<file path="src/rtl/atm_fill_pkg.sv">
`timescale 1ns/1ps
package atm_fill_pkg;
  localparam int BYTE_W = 8;

  typedef enum logic [1:0] {
    SLOT_EMPTY = 2'd0,
    SLOT_DATA  = 2'd1,
    SLOT_FILL  = 2'd2
  } slot_kind_e;
endpackage

</file>
<file path="src/rtl/atm_slot_ctrl.sv">
`timescale 1ns/1ps
module atm_slot_ctrl
  import atm_fill_pkg::*;
#(
  parameter int CELL_BYTES = 53,
  parameter int POS_W      = $clog2(CELL_BYTES)
) (
  input  logic             clk,
  input  logic             rst,
  input  logic             in_valid,
  input  logic             fill_off,
  output logic [POS_W-1:0] pos,
  output slot_kind_e       kind,
  output logic             in_ready
);
  localparam logic [POS_W-1:0] LAST_POS = POS_W'(CELL_BYTES - 1);

  logic [POS_W-1:0] pos_q;
  slot_kind_e       kind_q;
  slot_kind_e       decide;
  logic             fill_off_q;
  logic             boundary;

  assign boundary = (pos_q == '0);

  always_comb begin
    if (in_valid)        decide = SLOT_DATA;
    else if (fill_off_q) decide = SLOT_EMPTY;
    else                 decide = SLOT_FILL;
  end

  assign kind     = boundary ? decide : kind_q;
  assign pos      = pos_q;
  assign in_ready = !rst && (kind == SLOT_DATA);

  always_ff @(posedge clk) begin
    if (rst) begin
      pos_q      <= '0;
      kind_q     <= SLOT_EMPTY;
      fill_off_q <= 1'b0;
    end else begin
      pos_q      <= (pos_q == LAST_POS) ? '0 : pos_q + 1'b1;
      fill_off_q <= fill_off;
      if (boundary) kind_q <= decide;
    end
  end

  // the slot position never leaves the cell
  a_r6_pos_in_cell: assert property (@(posedge clk) disable iff (rst)
    pos_q <= LAST_POS);

  // the slot kind is frozen once a slot is under way
  a_r7_kind_frozen: assert property (@(posedge clk) disable iff (rst)
    (pos_q > POS_W'(1)) |-> $stable(kind_q));

  // filler off and nothing waiting gives an empty slot
  a_r5_empty_slot: assert property (@(posedge clk) disable iff (rst)
    (boundary && fill_off_q && !in_valid) |=> (kind_q == SLOT_EMPTY));
endmodule

</file>
<file path="src/rtl/atm_idle_gen.sv">
`timescale 1ns/1ps
module atm_idle_gen
  import atm_fill_pkg::*;
#(
  parameter int                    HDR_BYTES = 5,
  parameter int                    POS_W     = 6,
  parameter logic [HDR_BYTES*8-1:0] IDLE_HDR = 40'h00_00_00_01_00,
  parameter logic [BYTE_W-1:0]     IDLE_PAY  = 8'h6A
) (
  input  logic [POS_W-1:0]  pos,
  output logic [BYTE_W-1:0] fill_byte
);
  logic [BYTE_W-1:0] hdr_b [HDR_BYTES];

  for (genvar g = 0; g < HDR_BYTES; g++) begin : g_hdr
    assign hdr_b[g] = IDLE_HDR[(HDR_BYTES-1-g)*BYTE_W +: BYTE_W];
  end

  always_comb begin
    fill_byte = IDLE_PAY;
    for (int i = 0; i < HDR_BYTES; i++) begin
      if (pos == POS_W'(i)) fill_byte = hdr_b[i];
    end
  end
endmodule

</file>
<file path="src/rtl/atm_tx_out_reg.sv">
`timescale 1ns/1ps
module atm_tx_out_reg
  import atm_fill_pkg::*;
#(
  parameter int POS_W = 6
) (
  input  logic              clk,
  input  logic              rst,
  input  slot_kind_e        kind,
  input  logic [POS_W-1:0]  pos,
  input  logic [BYTE_W-1:0] in_data,
  input  logic [BYTE_W-1:0] fill_byte,
  output logic [BYTE_W-1:0] tx_data,
  output logic              tx_sop,
  output logic              tx_en_n
);
  always_ff @(posedge clk) begin
    if (rst) begin
      tx_data <= '0;
      tx_sop  <= 1'b0;
      tx_en_n <= 1'b1;
    end else begin
      unique case (kind)
        SLOT_DATA: tx_data <= in_data;
        SLOT_FILL: tx_data <= fill_byte;
        default:   tx_data <= '0;
      endcase
      tx_sop  <= (kind != SLOT_EMPTY) && (pos == '0);
      tx_en_n <= (kind == SLOT_EMPTY);
    end
  end

  // a start marker only ever comes with the enable active
  a_r6_sop_enabled: assert property (@(posedge clk) disable iff (rst)
    tx_sop |-> !tx_en_n);

  // two start markers are never adjacent
  a_r6_sop_spacing: assert property (@(posedge clk) disable iff (rst)
    tx_sop |=> !tx_sop);
endmodule

</file>
<file path="src/rtl/atm_tx_cell_filler.sv">
`timescale 1ns/1ps
module atm_tx_cell_filler
  import atm_fill_pkg::*;
#(
  parameter int CELL_BYTES = 53,
  parameter int HDR_BYTES  = 5,
  parameter logic [HDR_BYTES*8-1:0] IDLE_HDR = 40'h00_00_00_01_00,
  parameter logic [7:0]             IDLE_PAY = 8'h6A
) (
  input  logic       clk,
  input  logic       rst,
  input  logic       fill_off,
  input  logic [7:0] in_data,
  input  logic       in_valid,
  output logic       in_ready,
  output logic [7:0] tx_data,
  output logic       tx_sop,
  output logic       tx_en_n
);
  localparam int POS_W = $clog2(CELL_BYTES);

  logic [POS_W-1:0]  pos;
  slot_kind_e        kind;
  logic [BYTE_W-1:0] fill_byte;

  atm_slot_ctrl #(.CELL_BYTES(CELL_BYTES), .POS_W(POS_W)) u_ctrl (
    .clk(clk), .rst(rst), .in_valid(in_valid), .fill_off(fill_off),
    .pos(pos), .kind(kind), .in_ready(in_ready)
  );

  atm_idle_gen #(.HDR_BYTES(HDR_BYTES), .POS_W(POS_W),
                 .IDLE_HDR(IDLE_HDR), .IDLE_PAY(IDLE_PAY)) u_idle (
    .pos(pos), .fill_byte(fill_byte)
  );

  atm_tx_out_reg #(.POS_W(POS_W)) u_out (
    .clk(clk), .rst(rst), .kind(kind), .pos(pos),
    .in_data(in_data), .fill_byte(fill_byte),
    .tx_data(tx_data), .tx_sop(tx_sop), .tx_en_n(tx_en_n)
  );

  // an accepted byte is on the output one cycle later
  a_r4_byte_forward: assert property (@(posedge clk) disable iff (rst)
    (in_ready && in_valid) |=> (!tx_en_n && tx_data == $past(in_data)));

  // ready only ever leads to an enabled output byte
  a_r10_ready_in_cell: assert property (@(posedge clk) disable iff (rst)
    in_ready |=> !tx_en_n);

  // inside a cell the enable does not drop
  a_r6_enable_unbroken: assert property (@(posedge clk) disable iff (rst)
    (!tx_en_n && !tx_sop) |-> $past(!tx_en_n));
endmodule

</file>
<file path="config.mk">
export PLATFORM = sky130hd
export DESIGN_NAME = atm_tx_cell_filler
export DESIGN_NICKNAME = d
export VERILOG_FILES = /design/src/rtl/atm_fill_pkg.sv /design/src/rtl/atm_slot_ctrl.sv /design/src/rtl/atm_idle_gen.sv /design/src/rtl/atm_tx_out_reg.sv /design/src/rtl/atm_tx_cell_filler.sv
export SDC_FILE = /design/constraint.sdc
export NUM_CORES = 1
export LEC_CHECK = 0
export BUFFER_PORTS_ARGS = -buffer_cell sky130_fd_sc_hd__buf_2
export CAP_MARGIN = 20
export CELL_PAD_IN_SITES_DETAIL_PLACEMENT = 0
export CELL_PAD_IN_SITES_GLOBAL_PLACEMENT = 1
export CORE_MARGIN = 2
export CORE_UTILIZATION = 39
export DETAILED_ROUTE_END_ITERATION = 7
export GPL_ROUTABILITY_DRIVEN = 0
export PLACE_DENSITY_LB_ADDON = 0.1
export SLEW_MARGIN = 20
export SYNTH_ARGS = -nofsm -noshare
export SYNTH_HDL_FRONTEND = slang
export SYNTH_SLANG_ARGS = --single-unit
</file>
<file path="constraint.sdc">
create_clock -name clk -period 4.3 [get_ports clk]
set_clock_uncertainty 0.2 [all_clocks]
set_input_delay 0.215 -clock clk [delete_from_list [all_inputs] [get_ports clk]]
set_output_delay 0.215 -clock clk [all_outputs]
set_load 0.05 [all_outputs]
</file>
==> run_results.csv <==
group,metric,value,unit
worst_setup_path,crit_type,"reg2out",
cts,htreeDepth,1,
timing,final.period_utilization,0.642,
synth,synth_seq_cells,19,
worst_setup_path,crit_family,"simple AND/OR/NAND/NOR gates",
synth,synthArstFlopShare,0,
grt,grt_pass1_vias,612,
route,drt_drc_violations_left,0,
synth,synth_flop_cell,"dfxtp_1",
floorplan,io_pins,23,
synth,yosys.area.top_type,"dfxtp_1",
route,drtIter0Drc,17,
synth,syn-num-nets,102,
cells_and_area,fillerInstances,199,
timing,drv_slew,0,
route,wl,1590,um
floorplan,die_w,49.2,um
cts,cts_setup_buffers,0,
worst_setup_path,crit_fanout,8,
floorplan,num_rows,16,
floorplan,die_area,2420,sq um
worst_setup_path,slowest_stage,"or3_4",
timing,worst_pin_slew,0.465,ns
floorplan,initial_utilization,0.411,
synth,synth_edf_count,0,
synth,synth_area_per_cell,9.62,sq um
pwr,p_leak,0.477,nW
timing,finalSetupViolCount,0,
timing,period_needed,2.76,ns
cells_and_area,nets,137,
synth,yosysSeqAreaShare,0.476,
cts,cts-buffers-inserted,3,
synth,yosysMostFrequentCell,"dfxtp_1",
pwr,ir_drop,147,uV
cts,cts-resized-gates,0,
pwr,power_density,349,nW/um^2
route,routedWlPerCell,11.0,um
timing,rsz0062_at_grt,"no",
worst_setup_path,path_buf_inv,1,
timing,setup_tns,0,ns
grt,grt-ovfl-total,0,
cells_and_area,drive_gt1_frac,0.248,
cells_and_area,multi_input_area,392,sq um
synth,syn_area,798,sq um
cells_and_area,antenna_cells,0,
synth,syn_inst,83,
worst_setup_path,cp_cell_sequence,"or3_4 -> or4_4 -> and2_1 -> ha_1 -> nor2b_1 -> buf_2",
worst_setup_path,cpPeakStageDelay,0.44,ns
timing,fmax,362,MHz
synth,synthTopCellsByCount,"dfxtp_1 (19), nand2_1 (8), ha_1 (7), nor2_1 (7), o21ai_0 (7)",
route,dr_total_vias,694,
worst_setup_path,reg2reg_from,"u_ctrl.pos[2]",
min_path,hold_class,"in2reg",
worst_setup_path,cp-start-kind,"flip-flop",
status,status,"finished, final reports clean",
synth,synth_cell_type_count,27,
timing,max_slew_margin,0.689,
worst_setup_path,startpoint,"u_ctrl.pos[2]",
cts,clkSinkCount,19,
synth,synth_top_area_share,0.476,
cells_and_area,areaGrowthSynthToFinish,32.0,%
cts,clock_path_buffers,2,
grt,grt_pass1_wl,2620,um
floorplan,die_y,49.2,um
placed_design,place_area,927,sq um
flow_run,cap_violations,0,
grt,grt_max_degree,11,
cells_and_area,final_area,1050,sq um
floorplan,core-area,1940,sq um
grt,grt_usage,0.143,
worst_setup_path,cp-end-kind,"output pin",
min_path,hp-start,"in_data[0]",
grt,grt_antenna_before_repair,0,
worst_setup_path,crit_required,3.88,ns
worst_setup_path,worstPathArrival,2.35,ns
cts,cts-hold-fix-buffers,10,
cts,clk_pin_slew,0.10,ns
route,vias_per_cell,4.82,
synth,synth_warnings,0,
cts,ctsRootBufferMaster,"clkbuf_4",
route,drt_first_pass_iters,4,
cts,cts_tree,"done",
synth,synthTopCellsByArea,"dfxtp_1 (48%), ha_1 (11%), o21ai_0 (4.4%), and2_1 (3.9%), nand2_1 (3.8%)",
placed_design,place_hpwl,1120,um
placed_design,port_buffers,22,
cells_and_area,seqCellArea,380,sq um
cts,clk_latency,0.28,ns
timing,hold_violations,0,
route,ant_nets,0,
==> final timing paths <==
path | end | slack, ns | depth (start not counted)
worst max-delay path | in_ready | 1.54 | 6
worst min-delay path | u_out.tx_data[0] | 0.01 | 3
worst max register to register | u_out.tx_data[1] | 1.62 | 7
worst min register to register | u_ctrl.pos[0] | 0.30 | 1
==> power by group <==
| part | internal (mW) | switching (mW) | leakage [nW] |
|---|---|---|---|
| Sequential | 0.187 | 0.00519 | 0.155 |
| Combinational | 0.0342 | 0.0553 | 0.306 |
| Clock | 0.0360 | 0.0504 | 0.0150 |
| Total | 0.257 | 0.111 | 0.477 |
==> worst min-delay path, cell delays in order <==
cell and delay (ns):
buf_2 0.08, a32oi_1 0.04, nor3_1 0.11
==> flip-flops by register name (all words and copies together) (netlist names) <==
| name | flops |
|---|---|
| u_ctrl.fill_off_q | 1 |
| u_out.tx_en_n | 1 |
| u_out.tx_data | 8 |
| u_out.tx_sop | 1 |
| u_ctrl.kind_q | 2 |
| u_ctrl.pos | 6 |
==> layout make-up <==
| class | instances | area share |
|---|---|---|
| tap | 27 | 0.0321 |
| inverter | 3 | 0.0107 |
| timing repair buffer | 32 | 0.200 |
| clock buffer | 4 | 0.0249 |
| sequential | 19 | 0.361 |
| multi-input combinational | 59 | 0.372 |
==> cell usage in the layout, fill, tap and decap left out <==
cell type      synthesis  final
a21oi_1                3      3
a32o_1                 1      1
a32oi_1                1      1
a41o_2                 1      1
and2_1                 5      5
buf_2                  0     22
clkbuf_1               1      1
clkbuf_4               0      3
dfxtp_1               19     19
dlygate4sd3_1          0     10
ha_1                   7      7
inv_1                  3      3
nand2_1                8      8
nand2b_1               1      1
nand3_1                2      2
nand4b_1               1      1
nor2_1                 7      7
nor2b_1                3      3
nor3_1                 2      2
nor3b_1                1      1
nor4_1                 1      1
o21ai_0                7      7
or2_2                  1      1
or3_1                  1      1
or3_4                  1      1
or4_1                  1      1
or4_4                  1      1
xnor2_1                1      1
xor2_1                 2      2
==> routing by layer <==
| metal | GRT usage | wire, um | vias to the layer above |
|---|---|---|---|
| met4 | 0.0714 | 13 | 0 |
| li1 | - | - | 350 |
| met1 | 0.156 | 693 | 322 |
| met2 | 0.257 | 792 | 20 |
| met3 | 0.0307 | 88 | 2 |
| met5 | 0 | 0 | - |
==> metrics by stage <==
stage	util	hold slack [ns]	std cells	total power, mW	setup slack (ns)
after floorplan	-	0.124	83	0.259	1.67
after global placement	0.477	0.217	130	0.278	1.74
after detailed placement	0.477	0.219	130	0.279	1.65
after CTS	0.543	0.00826	144	0.371	1.53
after global routing	0.543	0.0360	144	0.390	1.36
final	0.543	0.0124	144	0.368	1.54
==> kinds of logic after synthesis <==
kind of cell	count (synthesis)	synth area share
and+or+nand+nor	36	0.248
AOI/OAI and AO/OA	13	0.100
DFF	19	0.476
buffers and inverters	5	0.0329
xor gates and xnor gates	3	0.0329
adders and majority gates	7	0.110
(Power assumes the default switching activity.)
